### src/rtl/hfw_pkg.sv
package hfw_pkg;
  localparam int unsigned CODE_W = 3;
  localparam int unsigned REG_AW = 2;

  typedef enum logic [REG_AW-1:0] {
    ADDR_CTRL = 2'd0,
    ADDR_IEN  = 2'd1,
    ADDR_STAT = 2'd2,
    ADDR_NONE = 2'd3
  } reg_addr_e;

  localparam int unsigned ST_TXLOW = 0;
  localparam int unsigned ST_RXHI  = 1;
  localparam int unsigned ST_TXOVF = 2;
  localparam int unsigned ST_RXUNF = 3;
endpackage

### src/rtl/hfw_fifo.sv
module hfw_fifo #(
  parameter int unsigned DW    = 8,
  parameter int unsigned DEPTH = 64,
  localparam int unsigned AW   = $clog2(DEPTH),
  localparam int unsigned LW   = AW + 1
) (
  input  logic          clk_i,
  input  logic          rst_ni,
  input  logic          push_i,
  input  logic [DW-1:0] data_i,
  input  logic          pop_i,
  output logic [DW-1:0] data_o,
  output logic [LW-1:0] level_o,
  output logic          full_o,
  output logic          empty_o
);
  logic [DW-1:0] mem_q [DEPTH];
  logic [AW-1:0] wr_ptr_q, rd_ptr_q;
  logic [LW-1:0] cnt_q;
  logic          do_push, do_pop;

  assign full_o  = (cnt_q == LW'(DEPTH));
  assign empty_o = (cnt_q == '0);
  assign do_push = push_i && !full_o;
  assign do_pop  = pop_i && !empty_o;
  assign data_o  = mem_q[rd_ptr_q];
  assign level_o = cnt_q;

  function automatic logic [AW-1:0] nxt(input logic [AW-1:0] p);
    return (p == AW'(DEPTH-1)) ? '0 : p + AW'(1);
  endfunction

  always_ff @(posedge clk_i) begin
    if (do_push) mem_q[wr_ptr_q] <= data_i;
  end

  always_ff @(posedge clk_i or negedge rst_ni) begin
    if (!rst_ni) begin
      wr_ptr_q <= '0;
      rd_ptr_q <= '0;
      cnt_q    <= '0;
    end else begin
      if (do_push) wr_ptr_q <= nxt(wr_ptr_q);
      if (do_pop)  rd_ptr_q <= nxt(rd_ptr_q);
      cnt_q <= cnt_q + LW'(do_push) - LW'(do_pop);
    end
  end

  AST_NO_OVERFLOW: assert property (@(posedge clk_i) disable iff (!rst_ni)
    cnt_q <= LW'(DEPTH));
  AST_FULL_HOLD: assert property (@(posedge clk_i) disable iff (!rst_ni)
    (push_i && full_o && !pop_i) |=> $stable(cnt_q));
  AST_EMPTY_HOLD: assert property (@(posedge clk_i) disable iff (!rst_ni)
    (pop_i && empty_o && !push_i) |=> (cnt_q == '0));
endmodule

### src/rtl/hfw_wm_cmp.sv
module hfw_wm_cmp #(
  parameter int unsigned LW      = 7,
  parameter int unsigned CODE_W  = 3,
  parameter int unsigned WM_STEP = 8,
  parameter bit          BELOW   = 1'b1
) (
  input  logic [LW-1:0]     level_i,
  input  logic [CODE_W-1:0] code_i,
  output logic [LW-1:0]     thr_o,
  output logic              flag_o
);
  assign thr_o = (LW'(code_i) + LW'(1)) * LW'(WM_STEP);

  generate
    if (BELOW) begin : g_below
      assign flag_o = (level_i < thr_o);
    end else begin : g_above
      assign flag_o = (level_i > thr_o);
    end
  endgenerate
endmodule

### src/rtl/hdlc_fifo_wm.sv
module hdlc_fifo_wm
  import hfw_pkg::*;
#(
  parameter int unsigned DW      = 8,
  parameter int unsigned DEPTH   = 64,
  parameter int unsigned WM_STEP = 8,
  localparam int unsigned LW     = $clog2(DEPTH) + 1
) (
  input  logic          clk_i,
  input  logic          rst_ni,
  input  logic          reg_we_i,
  input  logic [1:0]    reg_addr_i,
  input  logic [7:0]    reg_wdata_i,
  output logic [7:0]    reg_rdata_o,
  input  logic          tx_push_i,
  input  logic [DW-1:0] tx_data_i,
  input  logic          tx_pop_i,
  output logic [DW-1:0] tx_data_o,
  output logic [LW-1:0] tx_level_o,
  input  logic          rx_push_i,
  input  logic [DW-1:0] rx_data_i,
  input  logic          rx_pop_i,
  output logic [DW-1:0] rx_data_o,
  output logic [LW-1:0] rx_level_o,
  output logic          tx_low_o,
  output logic          rx_high_o,
  output logic          irq_no
);
  logic [CODE_W-1:0] tx_code_q, rx_code_q;
  logic [1:0]        ien_q;
  logic              tx_ovf_q, rx_unf_q;
  logic              tx_full, tx_empty, rx_full, rx_empty;
  logic [LW-1:0]     tx_thr, rx_thr;
  logic              wr_ctrl, wr_ien, wr_stat;

  assign wr_ctrl = reg_we_i && (reg_addr_i == ADDR_CTRL);
  assign wr_ien  = reg_we_i && (reg_addr_i == ADDR_IEN);
  assign wr_stat = reg_we_i && (reg_addr_i == ADDR_STAT);

  hfw_fifo #(.DW(DW), .DEPTH(DEPTH)) u_tx_fifo (
    .clk_i, .rst_ni,
    .push_i(tx_push_i), .data_i(tx_data_i), .pop_i(tx_pop_i),
    .data_o(tx_data_o), .level_o(tx_level_o),
    .full_o(tx_full), .empty_o(tx_empty)
  );

  hfw_fifo #(.DW(DW), .DEPTH(DEPTH)) u_rx_fifo (
    .clk_i, .rst_ni,
    .push_i(rx_push_i), .data_i(rx_data_i), .pop_i(rx_pop_i),
    .data_o(rx_data_o), .level_o(rx_level_o),
    .full_o(rx_full), .empty_o(rx_empty)
  );

  hfw_wm_cmp #(.LW(LW), .CODE_W(CODE_W), .WM_STEP(WM_STEP), .BELOW(1'b1)) u_tx_cmp (
    .level_i(tx_level_o), .code_i(tx_code_q), .thr_o(tx_thr), .flag_o(tx_low_o)
  );

  hfw_wm_cmp #(.LW(LW), .CODE_W(CODE_W), .WM_STEP(WM_STEP), .BELOW(1'b0)) u_rx_cmp (
    .level_i(rx_level_o), .code_i(rx_code_q), .thr_o(rx_thr), .flag_o(rx_high_o)
  );

  always_ff @(posedge clk_i or negedge rst_ni) begin
    if (!rst_ni) begin
      tx_code_q <= '0;
      rx_code_q <= '0;
      ien_q     <= '0;
      tx_ovf_q  <= 1'b0;
      rx_unf_q  <= 1'b0;
    end else begin
      if (wr_ctrl) begin
        tx_code_q <= reg_wdata_i[5:3];
        rx_code_q <= reg_wdata_i[2:0];
      end
      if (wr_ien) ien_q <= reg_wdata_i[1:0];
      // set wins over write-one-to-clear in the same cycle
      if (tx_push_i && tx_full)               tx_ovf_q <= 1'b1;
      else if (wr_stat && reg_wdata_i[ST_TXOVF]) tx_ovf_q <= 1'b0;
      if (rx_pop_i && rx_empty)               rx_unf_q <= 1'b1;
      else if (wr_stat && reg_wdata_i[ST_RXUNF]) rx_unf_q <= 1'b0;
    end
  end

  assign irq_no = !((tx_low_o && ien_q[0]) || (rx_high_o && ien_q[1]));

  always_comb begin
    reg_rdata_o = '0;
    unique case (reg_addr_i)
      ADDR_CTRL: reg_rdata_o = {2'b00, tx_code_q, rx_code_q};
      ADDR_IEN:  reg_rdata_o = {6'b0, ien_q};
      ADDR_STAT: reg_rdata_o = {4'b0, rx_unf_q, tx_ovf_q, rx_high_o, tx_low_o};
      default:   reg_rdata_o = '0;
    endcase
  end

  AST_TXLOW_CLR: assert property (@(posedge clk_i) disable iff (!rst_ni)
    (tx_level_o >= tx_thr) |-> !tx_low_o);
  AST_RXHI_CLR: assert property (@(posedge clk_i) disable iff (!rst_ni)
    (rx_level_o <= rx_thr) |-> !rx_high_o);
  AST_IRQ_GATED: assert property (@(posedge clk_i) disable iff (!rst_ni)
    (ien_q == 2'b00) |-> irq_no);
  AST_OVF_STICKY: assert property (@(posedge clk_i) disable iff (!rst_ni)
    (tx_ovf_q && !wr_stat) |=> tx_ovf_q);
  AST_UNF_STICKY: assert property (@(posedge clk_i) disable iff (!rst_ni)
    (rx_unf_q && !wr_stat) |=> rx_unf_q);
  AST_CTRL_TOP_ZERO: assert property (@(posedge clk_i) disable iff (!rst_ni)
    (reg_addr_i == ADDR_CTRL) |-> (reg_rdata_o[7:6] == 2'b00));
endmodule

### config.mk
export PLATFORM = sky130hd
export DESIGN_NAME = hdlc_fifo_wm
export DESIGN_NICKNAME = d
export VERILOG_FILES = /design/src/rtl/hfw_pkg.sv /design/src/rtl/hfw_fifo.sv /design/src/rtl/hfw_wm_cmp.sv /design/src/rtl/hdlc_fifo_wm.sv
export SDC_FILE = /design/constraint.sdc
export NUM_CORES = 1
export LEC_CHECK = 0
export BUFFER_PORTS_ARGS = -buffer_cell sky130_fd_sc_hd__buf_2
export CAP_MARGIN = 20
export CORE_AREA = 2 2 380 382
export CTS_BUF_LIST = sky130_fd_sc_hd__clkbuf_8
export DETAILED_ROUTE_END_ITERATION = 8
export DIE_AREA = 0 0 382 384
export MAX_ROUTING_LAYER = met4
export PLACE_DENSITY = 0.52
export SLEW_MARGIN = 25
export SYNTH_ARGS = -nofsm -noshare
export SYNTH_HDL_FRONTEND = slang
export SYNTH_SLANG_ARGS = --single-unit
export TNS_END_PERCENT = 10
### constraint.sdc
create_clock -name clk_i -period 3.1 [get_ports clk_i]
set_input_delay 0.62 -clock clk_i [delete_from_list [all_inputs] [get_ports clk_i]]
set_output_delay 0.62 -clock clk_i [all_outputs]
set_load 0.02 [all_outputs]
==> After elaboration in Yosys (flattened, before gate mapping) <==
Memory sizes are Yosys's and may differ from the RTL's.
Index checks and enable logic that the tools add are counted.
{ "totals": {"ff_bits": 48, "ramBits": 1024, "in_bits": 33, "output_inout_bits": 41, "elab_cells": 70, "mem_count": 2} }
{ "op_classes": {"addsub": 10, "n_lt_le_gt_ge": 2, "eq_ne": 8, "mux": 13, "reduce_logical": 24} }
{ "mem_list": {"columns": ["memory", "words", "width", "rd", "rd_clocked_by_memory_dff", "write_ports", "line", "source"], "rows": [
  ["u_rx_fifo.mem_q", 64, 8, 1, 0, 1, "hfw_fifo.sv:17", "logic [DW-1:0] mem_q [DEPTH];"],
  ["u_tx_fifo.mem_q", 64, 8, 1, 0, 1, "hfw_fifo.sv:17", null]
]} }
{ "op_table": {"columns": ["operator", "n"], "rows": [
  ["adder 6 x 1 -> 6 bit (second input constant)", 4],
  ["== test 6 bit (second input constant)", 4],
  ["two-way mux 6 bit", 4],
  ["one-hot mux 6 bit (3 select lines)", 1],
  ["adder 7 x 1 -> 7 bit", 2],
  ["== test 7 bit (second input constant)", 2],
  ["zero test 7 bit", 2],
  ["subtractor 7 x 1 -> 7 bit", 2],
  ["logical AND 1 bit", 13],
  ["adder 3 x 1 -> 4 bit (second input constant)", 2],
  ["two-way mux 1 bit", 8],
  ["> comparator 7 bit", 1],
  ["< comparator 7 bit", 1],
  ["zero test 1 bit", 5],
  ["nonzero test 2 bit", 2],
  ["== test 2 x 1 -> 1 bit (second input constant)", 1],
  ["== test 2 bit (second input constant)", 1],
  ["zero test 2 bit", 1],
  ["logical OR 1 bit", 1]
]} }

==> Logic depth before layout (Yosys ltp) <==
{ "depth": {"depth_word": 5, "ltp_mapped": 16, "ltp_nobuf": 15} }

==> Cells and area by module <==
From an unflattened synthesis, not the netlist that was laid out.
{ "hier_totals": {"cells_unflattened": 2167, "area_unflattened_um2": 42736.0} }
{ "by_module_without_submodules": {"columns": ["mod", "instances", "cells_per_inst", "area_per_inst_um2", "seq_area_each_um2"], "rows": [
  ["hfw_fifo", 2, 1042, 20952.6, 15850.2],
  ["hdlc_fifo_wm", 1, 41, 535.5, 250.2],
  ["hfw_wm_cmp (u_rx_cmp)", 1, 23, 162.7, 0.0],
  ["hfw_wm_cmp (u_tx_cmp)", 1, 19, 132.6, 0.0]
]} }

==> Least setup slack after synthesis <==
OpenSTA, ideal clock, no wires.
{ "synth_timing": {"path_kind": "flip-flop to flip-flop", "from": "register u_rx_fifo.cnt_q[4] (netlist: u_rx_fifo.level_o[4])", "to": "register u_rx_fifo.cnt_q[6] (netlist: u_rx_fifo.level_o[6])", "setup_time_ns": 0.125, "arrival_ns": 2.879, "t_required_ns": 2.975, "path_slack_ns": 0.096, "path_stages_with_launch": 17, "path_buffers": 1, "synth_period_minus_slack_ns": 3.004, "cell_sequence": "dfrtp_1 inv_1 ha_1 and4b_1 nor2b_1 clkbuf_1 ha_1 inv_1 ha_1 inv_1 fa_1 nand2b_1 a21oi_1 o21ai_0 a21oi_1 nor2_1 xnor2_1"} }
{ "synth_between": {"elab_cells_between_ends": 8, "classes_between": "2 x add/sub; 1 x eq/ne; 5 x reduce/logical"} }
{ "synth_lines": {"columns": ["item", "line", "source"], "rows": [
  ["start, declared", "hfw_fifo.sv:19", "logic [LW-1:0] cnt_q;"],
  ["start signal, assigned", "hfw_fifo.sv:45", "cnt_q <= cnt_q + LW'(do_push) - LW'(do_pop);"],
  ["zero test 7 bit", "hfw_fifo.sv:23", "assign empty_o = (cnt_q == '0);"],
  ["zero test 1 bit", "hfw_fifo.sv:25", "assign do_pop = pop_i && !empty_o;"],
  ["logical AND 1 bit", "hfw_fifo.sv:25", null],
  ["named net u_rx_fifo.do_pop", "hfw_fifo.sv:20", "logic do_push, do_pop;"],
  ["subtractor 7 x 1 -> 7 bit", "hfw_fifo.sv:45", null]
]} }
The timed path passes the listed nets, and every way through them passes these cells.
A chain may end at the register's enable or synchronous reset.

==> Worst setup path in the final report <==
{ "layout_timing": {"from": "register u_tx_fifo.rd_ptr_q[0]", "to": "output port tx_data_o[4]"} }
{ "layout_between": {"elab_chain_cells": 1} }
{ "layout_lines": {"columns": ["item", "line", "source"], "rows": [
  ["start, declared", "hfw_fifo.sv:18", "logic [AW-1:0] wr_ptr_q, rd_ptr_q;"],
  ["start signal, assigned", "hfw_fifo.sv:44", "if (do_pop) rd_ptr_q <= nxt(rd_ptr_q);"],
  ["memory (64 x 8 bit)", null, null],
  ["end, declared", "hdlc_fifo_wm.sv:18", "output logic [DW-1:0] tx_data_o,"]
]} }
No other way between the ends.

==> results.toml <==
[job]
maxCapViolCount = 0

[setup_path]
path_class = "reg -> out"
r2r-start = "u_rx_fifo.level_o[3]"
cp_common_cell = "buf_12"
r2r_cells = 15
r2r_slack_ps = 180
crit_path_end_kind = "output port"
slowest_stage = "dfrtp_4"
max_stage_delay_ps = 540
critPathRequiredTime_ps = 2480
timing.rr.end = "u_rx_fifo.level_o[6]"
crit_path_start_kind = "flip-flop"
worst_ep_arrival_time_ps = 3280
cp_max_fo = 7
cp_cell_sequence = "buf_12 -> buf_12 -> mux4_2 -> a22oi_1 -> buf_4 -> nand4_1 -> a22o_1 -> buf_2"

[timing]
setup_slack_ps = -799.2
finalCritPeriodShare_pct = 125.8
rsz0062_at_grt = "yes"
setup_viol = 21
max_freq_ghz = 0.2565
slew_headroom_pct = 43.66
slew_violations = 0
period_needed_ps = 3899
fin_hold_ws_ps = 123.4
tightest_slew_ps = 845.1
finalHoldViolations = 0
fin_skew_ps = 40.99

[yosys]
async_reset_ff_share_pct = 4.478
synth-compound-area-share_pct = 3.142
synthAdderAreaFrac_pct = 1.005
yosysMostFrequentCell = "edfxtp_1"
synth_edf_count = 1024
synthXorXnorAreaFrac_pct = 0.4938
yosys_warnings = 0
ys_seq_elements = 1072
netlist_instances = 2143
synth_top_family_by_area = "multiplexers"
avgSynthCellArea_sq_um = 19.86
ys.flop_type = "edfxtp_1"
synthSimpleGateAreaFrac_pct = 3.689
syn-cell-area_sq_mm = 0.04256
ys_top_cells_by_area = "edfxtp_1 72%, mux4_2 12%, dfrtp_1 2.8%"
synth_top_area_cell = "edfxtp_1"
yosys-top-cells-count = "1,024 x edfxtp_1, 236 x mux4_2, 172 x nor2_1, 73 x nand2_1, 59 x mux2i_1"
synth_top_area_share_pct = 72.24
synth_cell_types = 59
synth.area.mux_share_pct = 14.80
synth_seq_area_share_pct = 75.06

[floorplanning]
start_util_pct = 29.81
ios = 74
die-height_microns = 384
fp.dieArea_sq_mm = 0.1467
core_area_sq_mm = 0.1428
core.rowCount = 139
dieWidth_microns = 382

[routing]
drt-vias-per-instance = 4.730
drtIter0Drc = 1768
ant_nets = 0
dr.pass1.iters = 5
via_count = 22093
wl_per_cell_microns = 22.36
drc_errors = 0
finalWirelength_microns = 104400

[clock_network]
cts-root-buf = "clkbuf_8"
cts_tree = "built"
cts_max_path_buffers = 3
cts.htree.levels = 4
cts_buffers = 174
insertion_delay_ps = 870
clkSlewWorstSetupHoldPaths_ps = 60
cts_sinks = 1072

[global_route]
grt_pass1_wl_microns = 156400
grt_max_degree = 65
grt-ovfl-total = 0
grt_pass1_vias = 23895
antenna_found_initial = 1
track_usage_pct = 14.74

[final_layout]
drive_gt1_share_pct = 36.50
register_area_sq_mm = 0.03197
fillers = 13165
syn_to_final_growth_pct = 22.48
finalNetCount = 2695
layout.cells.non_filler = 4671
fin_area_sq_mm = 0.05213
multiInputGateArea_sq_mm = 0.01043

[worst_hold_path]
min_path_cells = 3
worstHoldStart = "reg_we_i"
min_path_type = "in -> reg"
min_to = "tx_ovf_q"

[power_and_ir_drop]
p_leak_nw = 17.45
max-vdd-ir-drop_uv = 716.3
power_density_mw_per_mm2 = 861.4

[place]
dp_hpwl_microns = 65620
place.gp.congestion = 0.8216
io_buffers = 69
dp.cells = 4312
placement.cell_area_sq_mm = 0.04734

[outcome]
status = "complete, but fails checks"
violations = "setup timing"
[routing by layer]
metal | vias to the layer above | GRT usage (%) | wire [microns]
met4 | 0 | 4.732 | 2573
met1 | 11600 | 18.35 | 44590
met5 | - | - | 0
met3 | 183 | 2.767 | 4716
li1 | 9751 | - | -
met2 | 559 | 24.32 | 52560
[worst max path at each step]
stage / from / to / slack, ps / depth (start not counted)
floorplan: u_rx_fifo.level_o[4] / u_rx_fifo.level_o[6] / 100 / 16
global placement: u_rx_fifo.rd_ptr_q[0] / rx_data_o[0] / -530 / 8
detailed placement: u_rx_fifo.rd_ptr_q[0] / rx_data_o[0] / -460 / 8
CTS: u_tx_fifo.rd_ptr_q[0] / tx_data_o[6] / -910 / 8
global route: u_tx_fifo.rd_ptr_q[0] / tx_data_o[6] / -920 / 8
finish: u_tx_fifo.rd_ptr_q[0] / tx_data_o[4] / -800 / 8
[cell type report]
class,count,share of cell area [%]
inverter,29,0.2088
multi-input combinational,927,20.00
tap,1903,4.567
sequential,1072,61.32
clock buffer,182,4.805
clock inverter,132,1.668
timing repair buffer,425,7.419
antenna,1,0.004800
[timing repair]
item,in CTS,in global routing
resized for setup,129,35
hold endpoints to repair,44,0
pin swaps,29,14
endpoints found under the setup margin,21,23
cloned,11,0
buffers inserted,27,0
hold buffers,10,0
[where the power goes]
part	leakage, nW	internal, mW	total, mW	switching (mW)
logic	5.75	7.35	15.6	8.29
clock network	1.92	6.24	11.9	5.70
registers	9.78	16.7	17.3	0.677
[layout by cell type (no fill, tap or decap), drive strengths merged, types with 48 or more instances in the layout]
master and count:
edfxtp 1024, buf 410, mux4 236, clkbuf 182, nor2 172, inv 87, nand2 73, clkinv 64
mux2i 59, dfrtp 48
[logic make-up (layout without fill, tap and decap cells)]
| group | after synthesis | in the layout |
|---|---|---|
| AO/OA/AOI/OAI | 187 | 187 |
| XOR/XNOR | 24 | 24 |
| adder cells (fa/ha/maj) | 33 | 33 |
| buffers and inverters | 145 | 768 |
| flip-flops | 1072 | 1072 |
| multiplexers | 330 | 330 |
| other | 1 | 3 |
| AND/OR/NAND/NOR | 351 | 351 |
[critical path, delay by kind of cell (launching register included)]
kind	cells	cell delay, ps
buf+inv	4	620
mux	1	500
compound gates	2	530
flops	1	540
simple gates	1	210
[stage by stage]
stage          utilization [%]  total power [mW]  setup slack [ps]  TNS [ps]
6_report                 36.51             44.91            -799.2    -12820
3_3_place_gp             33.15             31.02            -533.3     -2371
4_1_cts                  36.39             45.27            -909.0    -15480
5_1_grt                  36.51             47.01            -922.1    -16050
2_1_floorplan                -             25.80             95.54         0
3_5_place_dp             33.15             31.21            -457.0     -2341
[state kept, by name, summed over array words and instances (netlist names)]
name / count
u_tx_fifo.wr_ptr_q: 6
u_tx_fifo.mem_q: 512
rx_code_q: 3
u_rx_fifo.mem_q: 512
rx_unf_q: 1
u_tx_fifo.rd_ptr_q: 6
ien_q: 2
tx_ovf_q: 1
u_rx_fifo.wr_ptr_q: 6
u_rx_fifo.rd_ptr_q: 6
tx_code_q: 3
u_rx_fifo.level_o: 7
u_tx_fifo.level_o: 7
Note: power is estimated with default switching activity, not from simulation.
